File: config.mk
export PLATFORM = sky130hd
export DESIGN_NAME = pwm_edge_gen
export DESIGN_NICKNAME = d
export VERILOG_FILES = /design/src/rtl/pwm_edge_pkg.sv /design/src/rtl/pwm_timebase.sv /design/src/rtl/pwm_channel.sv /design/src/rtl/pwm_edge_gen.sv
export SDC_FILE = /design/constraint.sdc
export NUM_CORES = 1
export LEC_CHECK = 0
export ABC_CLOCK_PERIOD_IN_PS = 2800
export BUFFER_PORTS_ARGS = -buffer_cell sky130_fd_sc_hd__buf_2
export CAP_MARGIN = 5
export CORE_ASPECT_RATIO = 0.6
export CORE_MARGIN = 2
export CORE_UTILIZATION = 45
export CTS_CLUSTER_SIZE = 24
export DETAILED_ROUTE_END_ITERATION = 7
export HOLD_SLACK_MARGIN = 0.06
export PLACE_DENSITY_LB_ADDON = 0.25
export SYNTH_ARGS = -nofsm -noshare
export SYNTH_HDL_FRONTEND = slang
export SYNTH_SLANG_ARGS = --single-unit
File: constraint.sdc
create_clock -name clk -period 2.8 [get_ports clk]
set_clock_uncertainty 0.1 [all_clocks]
set_input_delay 0.28 -clock clk [delete_from_list [all_inputs] [get_ports clk]]
set_output_delay 0.28 -clock clk [all_outputs]
set_load 0.02 [all_outputs]
File: src/rtl/pwm_edge_pkg.sv
package pwm_edge_pkg;
    // register addresses
    localparam int unsigned ADR_PRESCALE = 0;
    localparam int unsigned ADR_PERIOD   = 1;
    localparam int unsigned ADR_SYNC     = 2;
    localparam int unsigned ADR_CH_BASE  = 4;

    typedef enum logic {
        LVL_LOW  = 1'b0,
        LVL_HIGH = 1'b1
    } lvl_state_t;
endpackage

File: src/rtl/pwm_timebase.sv
module pwm_timebase #(
    parameter int unsigned W = 8
) (
    input  logic         clk,
    input  logic         rst_n,
    input  logic [W-1:0] prescale,
    input  logic [W-1:0] period,
    output logic [W-1:0] pre_cnt,
    output logic [W-1:0] step_cnt,
    output logic         step_start,
    output logic         wrap
);
    logic pre_last;

    assign pre_last   = (pre_cnt >= prescale);
    assign step_start = (pre_cnt == '0);
    assign wrap       = pre_last && (step_cnt >= period);

    always_ff @(posedge clk) begin
        if (!rst_n) begin
            pre_cnt  <= '0;
            step_cnt <= '0;
        end else if (pre_last) begin
            pre_cnt <= '0;
            if (step_cnt >= period) begin
                step_cnt <= '0;
            end else begin
                step_cnt <= step_cnt + 1'b1;
            end
        end else begin
            pre_cnt <= pre_cnt + 1'b1;
        end
    end
endmodule

File: src/rtl/pwm_channel.sv
module pwm_channel
    import pwm_edge_pkg::*;
#(
    parameter int unsigned W          = 8,
    parameter bit          HAS_SHADOW = 1'b1
) (
    input  logic         clk,
    input  logic         rst_n,
    input  logic         sync_en,
    input  logic         wr_rise,
    input  logic         wr_fall,
    input  logic [W-1:0] wr_data,
    input  logic         wrap,
    input  logic         step_start,
    input  logic [W-1:0] step_cnt,
    output logic [W-1:0] rise_act,
    output logic [W-1:0] fall_act,
    output logic         pwm
);
    lvl_state_t state_q, state_d;
    logic       rise_hit, fall_hit;

    generate
        if (HAS_SHADOW) begin : g_shadow
            logic [W-1:0] rise_sh, fall_sh, rise_sh_d, fall_sh_d;

            assign rise_sh_d = wr_rise ? wr_data : rise_sh;
            assign fall_sh_d = wr_fall ? wr_data : fall_sh;

            always_ff @(posedge clk) begin
                if (!rst_n) begin
                    rise_sh  <= '0;
                    fall_sh  <= '0;
                    rise_act <= '0;
                    fall_act <= '0;
                end else begin
                    rise_sh <= rise_sh_d;
                    fall_sh <= fall_sh_d;
                    if (sync_en) begin
                        if (wrap) begin
                            rise_act <= rise_sh_d;
                            fall_act <= fall_sh_d;
                        end
                    end else begin
                        if (wr_rise) rise_act <= wr_data;
                        if (wr_fall) fall_act <= wr_data;
                    end
                end
            end
        end else begin : g_direct
            always_ff @(posedge clk) begin
                if (!rst_n) begin
                    rise_act <= '0;
                    fall_act <= '0;
                end else begin
                    if (wr_rise) rise_act <= wr_data;
                    if (wr_fall) fall_act <= wr_data;
                end
            end
        end
    endgenerate

    assign rise_hit = step_start && (step_cnt == rise_act);
    assign fall_hit = step_start && (step_cnt == fall_act);

    // state register
    always_ff @(posedge clk) begin
        if (!rst_n) begin
            state_q <= LVL_LOW;
        end else begin
            state_q <= state_d;
        end
    end

    // next state and output
    always_comb begin
        state_d = state_q;
        unique case (state_q)
            LVL_LOW:  if (rise_hit) state_d = LVL_HIGH;
            LVL_HIGH: if (fall_hit) state_d = LVL_LOW;
            default:  state_d = LVL_LOW;
        endcase
        pwm = (state_q == LVL_HIGH);
    end
endmodule

File: src/rtl/pwm_edge_gen.sv
module pwm_edge_gen
    import pwm_edge_pkg::*;
#(
    parameter int unsigned NCH      = 4,
    parameter int unsigned W        = 8,
    parameter int unsigned SHADOWED = 2,
    localparam int unsigned ADDR_W  = $clog2(ADR_CH_BASE + 2 * NCH)
) (
    input  logic              clk,
    input  logic              rst_n,
    input  logic              wr_en,
    input  logic [ADDR_W-1:0] wr_addr,
    input  logic [W-1:0]      wr_data,
    output logic [NCH-1:0]    pwm_out
);
    logic [W-1:0]          prescale_q, period_q;
    logic                  sync_q;
    logic [W-1:0]          pre_cnt, step_cnt;
    logic                  step_start, wrap;
    logic [NCH-1:0][W-1:0] rise_act, fall_act;

    always_ff @(posedge clk) begin
        if (!rst_n) begin
            prescale_q <= '0;
            period_q   <= '0;
            sync_q     <= 1'b0;
        end else if (wr_en) begin
            if (wr_addr == ADDR_W'(ADR_PRESCALE)) prescale_q <= wr_data;
            if (wr_addr == ADDR_W'(ADR_PERIOD))   period_q   <= wr_data;
            if (wr_addr == ADDR_W'(ADR_SYNC))     sync_q     <= wr_data[0];
        end
    end

    pwm_timebase #(.W(W)) u_timebase (
        .clk        (clk),
        .rst_n      (rst_n),
        .prescale   (prescale_q),
        .period     (period_q),
        .pre_cnt    (pre_cnt),
        .step_cnt   (step_cnt),
        .step_start (step_start),
        .wrap       (wrap)
    );

    for (genvar c = 0; c < NCH; c++) begin : g_ch
        logic wr_r, wr_f;
        assign wr_r = wr_en && (wr_addr == ADDR_W'(ADR_CH_BASE + 2 * c));
        assign wr_f = wr_en && (wr_addr == ADDR_W'(ADR_CH_BASE + 2 * c + 1));

        pwm_channel #(.W(W), .HAS_SHADOW(c < SHADOWED)) u_ch (
            .clk        (clk),
            .rst_n      (rst_n),
            .sync_en    (sync_q),
            .wr_rise    (wr_r),
            .wr_fall    (wr_f),
            .wr_data    (wr_data),
            .wrap       (wrap),
            .step_start (step_start),
            .step_cnt   (step_cnt),
            .rise_act   (rise_act[c]),
            .fall_act   (fall_act[c]),
            .pwm        (pwm_out[c])
        );
    end
endmodule

==> out/qor.csv <==
metric,value,unit
rows,34,
dieHeight,98.1,µm
place_area,0.00688,mm²
worstHoldStart,wr_data[7],
grt_max_degree,51,
clockBufferDepth,2,
utilization,51.9,%
avgViaCountPerCell,5.63,
avgSynthCellArea,9.08,µm²
tritoncts,done,
status,finished clean,
routedWlPerCell,18.5,µm
rrSetupSlack,0.19,ns
total_switching_power,0.00114,W
fp.dieW,161,µm
clkTransAtPathRegs,0.06,ns
relSlewSlack,28.3,%
via_count,5307,
cts.sinks,133,
nets,766,
initial_core_util,45.9,%
yosysWarnings,0,
worstSetupEndpointType,flop,
path_depth,7,
clk_latency,0.42,ns
antenna_found_initial,0,
hold_class,in -> reg,
async_reset_ff_share,0,%
drive_above_1_share,11.3,%
drt-initial-drc-count,340,
grt_overflow,0,
cp-start-kind,flop,
switching_share,24.3,%
maxCapViolCount,0,
cts_max_level,4,
path_cells,inv_1 -> ha_1 -> nand2b_1 -> a2111o_1 -> a21o_1 -> a31o_2 -> a211oi_1,
grt_use_total,23.1,%
drcViolationCount,0,
power_leakage,2.99,nW
final_common_cell,dfxtp_1,
fmax,383,MHz
yosysTopAreaCell,dfxtp_1,
synth-seq-cells,133,
power,0.00470,W
cts_made_buffers,17,
fin_crit_sh,93.3,%
area_delta_synth_final,13.0,%
syn_area,0.00664,mm²
dieArea,0.0158,mm²
first_pass_iters,5,
power_frac_seq,41.7,%
synth_area_leaders,"dfxtp_1 40%, mux2i_1 15%, xor2_1 4.7%, xnor2_1 4.5%, nor2_1 4.1%",
final_cell_mix,"133 x dfxtp_1, 97 x mux2i_1, 73 x nor2_1, 57 x nand2_1, 36 x xor2_1",
combPwrFrac,7.6,%
min_to,g_ch[0].u_ch.g_shadow.rise_sh[7],
drv_slew,0,
finalSetupViolCount,0,
ir_drop,0.304,mV
hold_violations,0,
synthDistinctLibCells,45,
crit_path_top_delay_cell,a2111o_1,
coreArea,0.0145,mm²
grt_pass1_vias,5097,
intPower,0.00356,W
ff_latch_area,0.00266,mm²
yosysSeqAreaShare,40.1,%
cts_setup_buffers,0,
pin_count,19,
synth.top_cell.area_share,40.1,%
multiInputGateArea,0.00365,mm²
tns,0,ns
wl,17400,µm
p_clk_share,50.6,%
diodes,0,
r2r_cells,7,
synth_edf_count,0,
syn_inst,732,
grt_pass1_wl,28100,µm
fin_crit,2.61,ns
critPathMaxFanout,20,
critPathTopFamily,compound AO/OA/AOI/OAI gates,
path_buf_inv,1,
crit_type,reg -> reg,
fin_area,0.00751,mm²
r2r_end,g_ch[0].u_ch.rise_act[6],
r2r-start,u_timebase.pre_cnt[0],
critPathRequiredTime,3.03,ns
slowest_delay,0.44,ns
dp_hpwl,11700,µm
rsz0062_at_grt,false,
place_congestion,0.868,
ant_nets,0,
synth-main-ff-cell,dfxtp_1,
worstMarginPinSlew,1.07,ns
root_buffer,clkbuf_16,
p_per_area,627,mW/mm²
fill_cells,1346,
synthesis.nets,766,
arrival,2.84,ns
hold_path_depth,3,
numPortBuffers,18,
## worst min-delay path, delay by kind of cell
| kind | cells | cell delay [ns] |
|---|---|---|
| buffers and inverters | 1 | 0.22 |
| AND/OR/NAND/NOR | 1 | 0.10 |
| AO/OA/AOI/OAI | 1 | 0.06 |
## registers in the layout, indices dropped and copies added, names as in the netlist, 8 cells and up
name / count
g_ch.u_ch.fall_act: 32
g_ch.u_ch.rise_act: 32
g_ch.u_ch.g_shadow.fall_sh: 16
g_ch.u_ch.g_shadow.rise_sh: 16
period_q: 8
prescale_q: 8
u_timebase.pre_cnt: 8
u_timebase.step_cnt: 8
## cell families after synthesis
group                      count (synthesis)  synth area share, %
AOI/OAI and AO/OA                        104                 10.5
xor gates and xnor gates                  70                 9.23
adders and majority gates                 19                 3.58
buffers and inverters                     76                 4.99
DFF                                      133                 40.1
muxes                                     97                 14.6
and+or+nand+nor                          233                 17.0
## power groups by stage
| stage | logic (W) | registers, W | clock network [W] |
|---|---|---|---|
| 2_1_floorplan | 0.000266 | 0.00199 | 0 |
| 3_3_place_gp | 0.000348 | 0.00200 | 0 |
| 6_report | 0.000360 | 0.00196 | 0.00238 |
| 5_1_grt | 0.000393 | 0.00196 | 0.00250 |
| 3_5_place_dp | 0.000357 | 0.00200 | 0 |
| 4_1_cts | 0.000359 | 0.00196 | 0.00242 |
## how the worst max path moves through the flow
stage	to	from
floorplan	g_ch[1].u_ch.fall_act[0]	u_timebase.step_cnt[0]
global placement	g_ch[1].u_ch.fall_act[2]	u_timebase.pre_cnt[0]
detailed placement	g_ch[1].u_ch.fall_act[1]	u_timebase.pre_cnt[0]
CTS	g_ch[1].u_ch.fall_act[4]	u_timebase.pre_cnt[0]
global route	g_ch[0].u_ch.rise_act[2]	u_timebase.pre_cnt[0]
finish	g_ch[0].u_ch.rise_act[6]	u_timebase.pre_cnt[0]
## cells in the mapped netlist, types with 5 or more instances
cell type / instances
dfxtp_1: 133
mux2i_1: 97
nor2_1: 73
nand2_1: 57
clkbuf_1: 39
xor2_1: 36
xnor2_1: 34
a21oi_1: 31
nand2b_1: 28
o211ai_1: 24
inv_1: 21
ha_1: 19
nand3_1: 15
a211oi_1: 14
nand4_1: 11
nor4_1: 10
a311oi_1: 8
nor2_2: 8
buf_2: 7
nor3_1: 7
o21ai_0: 7
and3_1: 6
nand4b_1: 5
o21ai_1: 5
## per-layer routing
metal  vias to the layer above  share of wire, %  GRT usage (%)
met5                         -                 0              0
met3                        28               6.5           4.38
met1                      2558                48           32.5
met4                         0               2.1           9.41
li1                       2542                 -              -
met2                       179                44           34.9
## through the flow
stage,setup slack [ns],hold slack [ns],instances
4_1_cts,0.144,0.192,943
6_report,0.189,0.199,943
3_5_place_dp,0.166,0.348,911
5_1_grt,0.0210,0.210,943
3_3_place_gp,0.234,0.341,911
2_1_floorplan,0.355,0.327,732
## layout make-up
class / count / share of cell area (%)
inverters: 21 / 1.05
well taps: 198 / 3.30
clock inverters: 14 / 2.67
multi-input cells: 523 / 48.6
flip-flops and latches: 133 / 35.5
repair buffers: 36 / 3.17
clock buffers: 18 / 5.72
## repair_timing
item	CTS	global route
resized for setup	0	2
hold buffers	0	0
endpoints found under the setup margin	0	16
(Power assumes the default switching activity.)
